===== src/rtl/exti_pkg.sv =====
package exti_pkg;
    localparam int unsigned LINES_PER_BANK = 32;
    localparam int unsigned BANK_SPAN_BITS = 10;   // 0x400 bytes per bank
    localparam int unsigned REG_COUNT      = 6;

    typedef enum logic [2:0] {
        REG_IMASK  = 3'd0,
        REG_EMASK  = 3'd1,
        REG_RISE   = 3'd2,
        REG_FALL   = 3'd3,
        REG_SWTRIG = 3'd4,
        REG_PEND   = 3'd5
    } reg_sel_e;

    typedef logic [LINES_PER_BANK-1:0] bank_word_t;
endpackage


===== src/rtl/exti_sync.sv =====
module exti_sync #(
    parameter int unsigned WIDTH = 32
) (
    input  logic             clk,
    input  logic             rst_n,
    input  logic [WIDTH-1:0] din,
    output logic [WIDTH-1:0] rise,
    output logic [WIDTH-1:0] fall
);
    logic [WIDTH-1:0] stage1, stage2, prev;

    always_ff @(posedge clk or negedge rst_n) begin
        if (!rst_n) begin
            stage1 <= '0;
            stage2 <= '0;
            prev   <= '0;
        end else begin
            stage1 <= din;
            stage2 <= stage1;
            prev   <= stage2;
        end
    end

    always_comb begin
        rise = stage2 & ~prev;
        fall = ~stage2 & prev;
    end
endmodule


===== src/rtl/exti_bank.sv =====
module exti_bank
    import exti_pkg::*;
#(
    parameter bank_word_t BUILT = '1
) (
    input  logic       clk,
    input  logic       rst_n,
    input  logic       wr_en,
    input  reg_sel_e   sel,
    input  bank_word_t wdata,
    input  bank_word_t rise,
    input  bank_word_t fall,
    output bank_word_t rd_word,
    output logic       irq,
    output bank_word_t evt
);
    bank_word_t imask, emask, rise_sel, fall_sel, pend, evt_q;
    bank_word_t clr_v, sw_v, hit, set_v;

    always_comb begin
        clr_v = (wr_en && sel == REG_PEND)   ? wdata : '0;
        sw_v  = (wr_en && sel == REG_SWTRIG) ? wdata : '0;
        hit   = (rise & rise_sel) | (fall & fall_sel);
        set_v = (hit | sw_v) & BUILT;
    end

    always_ff @(posedge clk or negedge rst_n) begin
        if (!rst_n) begin
            imask    <= '0;
            emask    <= '0;
            rise_sel <= '0;
            fall_sel <= '0;
            pend     <= '0;
            evt_q    <= '0;
        end else begin
            if (wr_en) begin
                unique case (sel)
                    REG_IMASK:  imask    <= wdata & BUILT;
                    REG_EMASK:  emask    <= wdata & BUILT;
                    REG_RISE:   rise_sel <= wdata & BUILT;
                    REG_FALL:   fall_sel <= wdata & BUILT;
                    REG_SWTRIG: ;
                    REG_PEND:   ;
                    default:    ;
                endcase
            end
            pend  <= ((pend & ~clr_v) | set_v) & BUILT;
            evt_q <= hit & emask;
        end
    end

    always_comb begin
        unique case (sel)
            REG_IMASK: rd_word = imask;
            REG_EMASK: rd_word = emask;
            REG_RISE:  rd_word = rise_sel;
            REG_FALL:  rd_word = fall_sel;
            REG_PEND:  rd_word = pend;
            default:   rd_word = '0;
        endcase
    end

    assign irq = |(pend & imask);
    assign evt = evt_q;

    // a cleared bit with no concurrent set is gone next cycle
    assert_clear_takes_R6: assert property (@(posedge clk) disable iff (!rst_n)
        1'b1 |=> ((pend & $past(clr_v & ~set_v)) == '0));

    // pending bits are sticky unless cleared
    assert_sticky_pend_R6: assert property (@(posedge clk) disable iff (!rst_n)
        1'b1 |=> ((($past(pend) & ~$past(clr_v)) & ~pend) == '0));

    // a set always lands, even against a clear
    assert_set_wins_R11: assert property (@(posedge clk) disable iff (!rst_n)
        1'b1 |=> ((pend & $past(set_v)) == $past(set_v)));
endmodule


===== src/rtl/exti_ctrl.sv =====
module exti_ctrl
    import exti_pkg::*;
#(
    parameter int unsigned NUM_BANKS = 2,
    parameter logic [NUM_BANKS*32-1:0] BUILT_MASK = {32'h0000_007F, 32'hFFFF_FFFF},
    localparam int unsigned BANK_BITS = (NUM_BANKS > 1) ? $clog2(NUM_BANKS) : 1,
    localparam int unsigned ADDR_W    = BANK_BITS + BANK_SPAN_BITS,
    localparam int unsigned N_LINES   = NUM_BANKS * LINES_PER_BANK
) (
    input  logic                 clk,
    input  logic                 rst_n,
    input  logic                 req,
    input  logic                 we,
    input  logic [ADDR_W-1:0]    addr,
    input  logic [31:0]          wdata,
    output logic [31:0]          rdata,
    input  logic [N_LINES-1:0]   lines,
    output logic [NUM_BANKS-1:0] irq,
    output logic [N_LINES-1:0]   evt
);
    logic [BANK_BITS-1:0]      bank_idx;
    logic [BANK_SPAN_BITS-1:0] off;
    logic                      off_ok, bank_ok, hit_ok;
    reg_sel_e                  sel;
    bank_word_t                rd_word [NUM_BANKS];

    always_comb begin
        bank_idx = addr[ADDR_W-1:BANK_SPAN_BITS];
        off      = addr[BANK_SPAN_BITS-1:0];
        off_ok   = (off[BANK_SPAN_BITS-1:5] == '0) && (off[1:0] == 2'b00) &&
                   (off[4:2] < 3'(REG_COUNT));
        bank_ok  = (32'(bank_idx) < NUM_BANKS);
        hit_ok   = off_ok && bank_ok;
        sel      = reg_sel_e'(off[4:2]);
    end

    for (genvar b = 0; b < NUM_BANKS; b++) begin : g_bank
        bank_word_t rise_w, fall_w;

        exti_sync #(.WIDTH(LINES_PER_BANK)) u_sync (
            .clk  (clk),
            .rst_n(rst_n),
            .din  (lines[b*LINES_PER_BANK +: LINES_PER_BANK]),
            .rise (rise_w),
            .fall (fall_w)
        );

        exti_bank #(.BUILT(BUILT_MASK[b*LINES_PER_BANK +: LINES_PER_BANK])) u_bank (
            .clk    (clk),
            .rst_n  (rst_n),
            .wr_en  (req && we && hit_ok && (32'(bank_idx) == b)),
            .sel    (sel),
            .wdata  (wdata),
            .rise   (rise_w),
            .fall   (fall_w),
            .rd_word(rd_word[b]),
            .irq    (irq[b]),
            .evt    (evt[b*LINES_PER_BANK +: LINES_PER_BANK])
        );
    end

    always_ff @(posedge clk or negedge rst_n) begin
        if (!rst_n) begin
            rdata <= '0;
        end else if (req && !we) begin
            rdata <= hit_ok ? rd_word[bank_idx] : '0;
        end
    end

    // an access outside the register group reads back zero
    assert_unused_reads_zero_R12: assert property (@(posedge clk) disable iff (!rst_n)
        (req && !we && !hit_ok) |=> (rdata == '0));
endmodule


===== config.mk =====
export PLATFORM = sky130hd
export DESIGN_NAME = exti_ctrl
export DESIGN_NICKNAME = d
export VERILOG_FILES = /design/src/rtl/exti_pkg.sv /design/src/rtl/exti_sync.sv /design/src/rtl/exti_bank.sv /design/src/rtl/exti_ctrl.sv
export SDC_FILE = /design/constraint.sdc
export NUM_CORES = 1
export LEC_CHECK = 0
export BUFFER_PORTS_ARGS = -buffer_cell sky130_fd_sc_hd__buf_2
export CELL_PAD_IN_SITES_DETAIL_PLACEMENT = 0
export CELL_PAD_IN_SITES_GLOBAL_PLACEMENT = 1
export CORE_MARGIN = 3
export CORE_UTILIZATION = 32
export CTS_CLUSTER_SIZE = 40
export DETAILED_ROUTE_END_ITERATION = 7
export PLACE_DENSITY = 0.69
export SLEW_MARGIN = 10
export SYNTH_ARGS = -nofsm -noshare
export SYNTH_HDL_FRONTEND = slang
export SYNTH_SLANG_ARGS = --single-unit

===== constraint.sdc =====
create_clock -name clk -period 1.6 [get_ports clk]
set_input_delay 0.16 -clock clk [delete_from_list [all_inputs] [get_ports clk]]
set_output_delay 0.16 -clock clk [all_outputs]
set_load 0.05 [all_outputs]

* Word-level counts from Yosys, hierarchy flattened
Cells that the tools add are included.
** Cells by class
- Eq/ne operators :: 5
- $lt $le $gt $ge :: 2
- Reduce and logical (&&, ||, !) cells :: 25
- Muxes and demuxes :: 10
- Bitwise gates (word level) :: 28
** Operators with widths (number)
- bitwise AND 32 bit :: 9
- 2-to-1 mux 32 bit :: 6
- inverter 32 bit :: 5
- one-hot mux 32 bit (5 select lines) :: 1
- bitwise OR 32 bit :: 4
- bitwise AND 32 x 7 -> 32 bit :: 3
- OR reduction 32 bit :: 2
- one-hot mux 7 bit (5 select lines) :: 1
- AND reduction 2 bit :: 8
- bitwise AND 7 bit :: 2
- 2-to-1 mux 7 bit :: 2
- bitwise OR 7 bit :: 2
- logical AND 1 bit :: 11
- inverter 7 bit :: 1
- equality test 3 x 2 -> 1 bit, second input constant :: 2
- equality test 3 bit, second input constant :: 2
- logical NOT 5 bit :: 1
- equality test 3 x 1 -> 1 bit, second input constant :: 1
- logical NOT 3 bit :: 1
- less-than comparator 3 bit, second input constant :: 1
- greater-or-equal comparator 2 bit, second input constant :: 1
- logical NOT 2 bit :: 1
- inverter 1 -> 2 bit :: 1
- logical NOT 1 bit :: 1
- inverter 1 bit :: 1
** Storage, ports and cells
- Logic and storage cells :: 89
- Bits of input ports :: 111
- Bits in registers :: 483
- Output and inout bits :: 98

* Longest topological paths before layout
- Depth in word-level cells :: 10
- Gate-level depth with buffers :: 8
- Mapped depth without buffers :: 4

* Hierarchy
From an unflattened synthesis, not the netlist that was laid out.
** Second synthesis, totals
- Cells, all modules :: 1322
- Area, all modules :: 18826.8 um^2
** Modules (own cells, without submodules)
- exti_bank (g_bank[0].u_bank) :: seq. area each 4804.6 um^2, instances 1, area an instance 8826.0 um^2, cells an instance 650
- exti_sync :: seq. area each 2402.3 um^2, instances 2, area an instance 2962.8 um^2, cells an instance 160
- exti_bank (g_bank[1].u_bank) :: seq. area each 1051.0 um^2, instances 1, area an instance 2442.3 um^2, cells an instance 202
- exti_ctrl :: seq. area each 800.8 um^2, instances 1, area an instance 1632.8 um^2, cells an instance 150

* Worst setup path after synthesis
Ideal clock, no wire load.
- Path type :: input to register
- Start point :: input addr[5]
- End point :: register g_bank[0].u_bank.fall_sel[10]
- Cell stages on the path :: 5
- Setup slack :: -0.164 ns
- Data arrival time :: 1.640 ns
- Setup time :: 0.125 ns
- Required time :: 1.475 ns
- Path buffers :: 1
- Path through :: nor4_2 nand2_1 nor3_2 buf_4 mux2_2
** Between the ends
- Cells in the longest elaborated chain, start to end :: 6
** RTL lines
- from (decl) :: RTL line exti_ctrl.sv:14 : input logic [ADDR_W-1:0] addr,
- logical NOT 5 bit :: RTL line exti_ctrl.sv:30 : off_ok = (off[BANK_SPAN_BITS-1:5] == '0) && (off[1:0] == 2'b00) &&
- logical AND 1 bit (2 in series) :: RTL line exti_ctrl.sv:30
- logical AND 1 bit (2 in series) :: RTL line exti_ctrl.sv:51 : .wr_en (req && we && hit_ok && (32'(bank_idx) == b)),
- AND reduction 2 bit (no source line)
- to (signal assigned) :: RTL line exti_bank.sv:41 : REG_FALL: fall_sel <= wdata & BUILT;
- to (decl) :: RTL line exti_bank.sv:17 : bank_word_t imask, emask, rise_sel, fall_sel, pend, evt_q;
Every way passes these cells.
A chain may end at the register's enable or synchronous reset.

* Worst setup path in the final report
- Start point :: register g_bank[0].u_bank.pend[20]
- End point :: output irq[0]
** Between the ends
- Cells in the longest elaborated chain, start to end :: 2
** RTL lines
- from (decl) :: RTL line exti_bank.sv:17
- from (signal assigned) :: RTL line exti_bank.sv:47 : pend <= ((pend & ~clr_v) | set_v) & BUILT;
- bitwise AND 32 bit :: RTL line exti_bank.sv:63 : assign irq = |(pend & imask);
- OR reduction 32 bit :: RTL line exti_bank.sv:63
- to (decl) :: RTL line exti_ctrl.sv:18 : output logic [NUM_BANKS-1:0] irq,
Every way passes these cells.

==> run metrics <==
IO Port Bufs 158; failing checks setup timing; # IOs 209; CP endpoint kind output port; crit share post-route 140.2%; vias per std cell 5.030; Chip Height 227.5 microns; Worst-Margin Slew 0.5195 ns; Hold Fails Final Rpt 0; starting density of the core 32.66%; most frequent cells after synthesis dfrtp_1, mux2_2, nand2_1, mux2i_1; sequential-to-total area share from yosys stat 61.07%; pin count of the biggest net entering global routing 67; H-tree Lvls 2; drt drc 0; CTS Sinks 383; CP required 1.44 ns; Setup CP Type reg2out; CP bufs+invs 1; CP arrival 2.08 ns; Area Overhead vs Synth 30.63%; DRT Pass-1 Iters 5; mapped cell area 0.01569 sq mm; portion of netlist area occupied by mux cells 15.57%; Max FO, Critical Path 2; clk_lat worst skew 0.56 ns; Gate Count Post-Synth 1187; CP Launch Type flop; Mapped Avg Cell Area 13.22 sq um; layout cells sized above 1 36.31%; CP delay by family, top simple AND/OR/NAND/NOR gates; Yosys top cell by area dfrtp_1; crit path cell chain a22oi_2 -> nand4_1 -> or4_4 -> buf_8; total power 0.02175 W; total number of vias 10980; Die ar. 0.05173 sq mm; maxcap violations 0; Num CTS Buffers 43; max-slew violations 0; EDFF count, synth 0; clock-pin slew of the registers on the worst-case setup and hold paths 0.06 ns; CTS root buf clkbuf_16; share of the synthesized area in the top cell type 61.07%; Yosys reg bits 383; status complete, but fails checks; drt total wl 44130 microns; relative slew slack 65.37%; synth unique cells 51; nets@finish 1645; GP Congestion 0.8324; XOR/XNOR Fraction of Synth Area 0%; Power Density 1061 mW/mm^2; CP max stage delay 0.59 ns; Util after Layout 42.67%; FFs w/ async S/R, synth 100.0%; slowest cell on the critical path or4_4; unrepaired setup endpoints after global routing yes; reg-to-reg setup timing slack 0.19 ns; Primary FF master, synth dfrtp_1; CTS tree built; Final WS setup -0.6431 ns; post-layout min period 2.243 ns; total grt overflow 0; initial antenna violation count 1; num rows 80; worst vdd ir 0.0006417 V; global-route wire length before repair 68560 microns; Synth area leaders dfrtp_1, mux2_2, mux2i_1; setup TNS -0.9139 ns; Total GRT Usage 17.19%; final number of setup-violating endpoints 2; Yosys warning count 0; Worst Hold Class in2reg; simple-gate area share of the yosys netlist 8.611%; Synth Area in Compound Gates 11.31%; Detail Route Antenna Nets 0; clock buffer depth 3; vias in the first global route 11480; first-iteration detailed-routing DRC count 731; Achievable Freq 445.8 MHz; Die X 227.5 microns; Core ar. 0.04805 sq mm; drt wl/cell 20.22 microns; largest family of logic cells by synthesized area multiplexers; pre-CTS setup slack -0.2994 ns; Post-Synth Adder-Cell Area 0%; leading cell type by number of instances after synthesis dfrtp_1; dpl hpwl 30090 microns; clock skew 0.01330 ns; Leakage 9.815 nW
final timing paths:
path / start / endpoint / cells after the start
hold reg to reg: g_bank[0].u_sync.stage1[7]$_DFF_PN0_ / g_bank[0].u_sync.stage2[7]$_DFF_PN0_ / 0
max in group asynchronous: rst_n / g_bank[0].u_sync.prev[23]$_DFF_PN0_ / 3
min in group asynchronous: rst_n / g_bank[0].u_bank.evt[22]$_DFF_PN0_ / 2
setup reg to reg: rdata[2]$_DFFE_PN0P_ / rdata[2]$_DFFE_PN0P_ / 3
hold / removal: wdata[0] / g_bank[0].u_bank.pend[0]$_DFF_PN0_ / 3
setup / recovery: g_bank[0].u_bank.pend[20]$_DFF_PN0_ / irq[0] / 4
per-stage QoR:
stage	hold WS, ns	area [sq um]	instances
after floorplan	-0.1356	15860	1211
after global placement	0.05593	18250	2036
after detailed placement	0.04995	18250	2036
after CTS	0.001874	20500	2182
after global routing	0.04220	20500	2182
final	0.03115	20500	2183
area by class of cell:
cell class	count	area [sq um]
clock inverter	17	205.2
multi-input combinational	727	5783
fill	4432	27550
tap	615	769.5
timing repair buffer	370	2826
sequential	383	9584
clock buffer	61	1295
antenna	1	2.502
inverter	9	33.78
state kept, by name, summed over array words and instances (netlist names):
register	flops
g_bank.u_bank.imask	39
g_bank.u_sync.stage2	39
rdata	32
g_bank.u_bank.fall_sel	39
g_bank.u_bank.pend	39
g_bank.u_bank.emask	39
g_bank.u_bank.rise_sel	39
g_bank.u_bank.evt	39
g_bank.u_sync.stage1	39
g_bank.u_sync.prev	39
cells in the final DEF, fill, tap and decap left out, types with 36 or more instances in the layout:
master / Yosys / routed
mux2i_1: 63 / 63
buf_2: 25 / 154
a221o_1: 39 / 39
and2_1: 36 / 36
mux2_2: 160 / 160
dfrtp_1: 383 / 383
clkbuf_16: 0 / 44
nand3b_1: 40 / 40
o21ai_0: 40 / 40
dlygate4sd3_1: 0 / 66
nand2_1: 105 / 104
buf_4: 33 / 127
what timing repair did:
| item | CTS | global route |
|---|---|---|
| pin swaps | 4 | 6 |
| hold buffers | 66 | 0 |
| buffers inserted | 2 | 1 |
| hold endpoints to repair | 548 | 0 |
| endpoints found under the setup margin | 2 | 2 |
| resized for setup | 16 | 0 |
routing by layer:
| metal | global-route usage, % | wire, microns | up-vias |
|---|---|---|---|
| li1 | - | - | 5015 |
| met1 | 23.75 | 20340 | 5631 |
| met2 | 27.64 | 20590 | 265 |
| met3 | 2.966 | 2094 | 69 |
| met4 | 5.607 | 1108 | 0 |
| met5 | 0 | 0 | - |
where the power goes:
part           total [W]  switching (W)  internal, W
Sequential        0.0101       0.000145      0.00991
Combinational    0.00139       0.000822     0.000571
Clock             0.0103        0.00402      0.00628
cells by family after synthesis:
group	Yosys count
AO/OA/AOI/OAI	230
buffers and inverters	101
flip-flops	383
multiplexers	224
other	1
AND/OR/NAND/NOR	248
worst register-to-register path, stage by stage (launching register included):
cell      delay, ns
dfrtp_1        0.45
a221o_1        0.34
a221oi_1       0.40
a211oi_1       0.09
(Power assumes the default switching activity.)
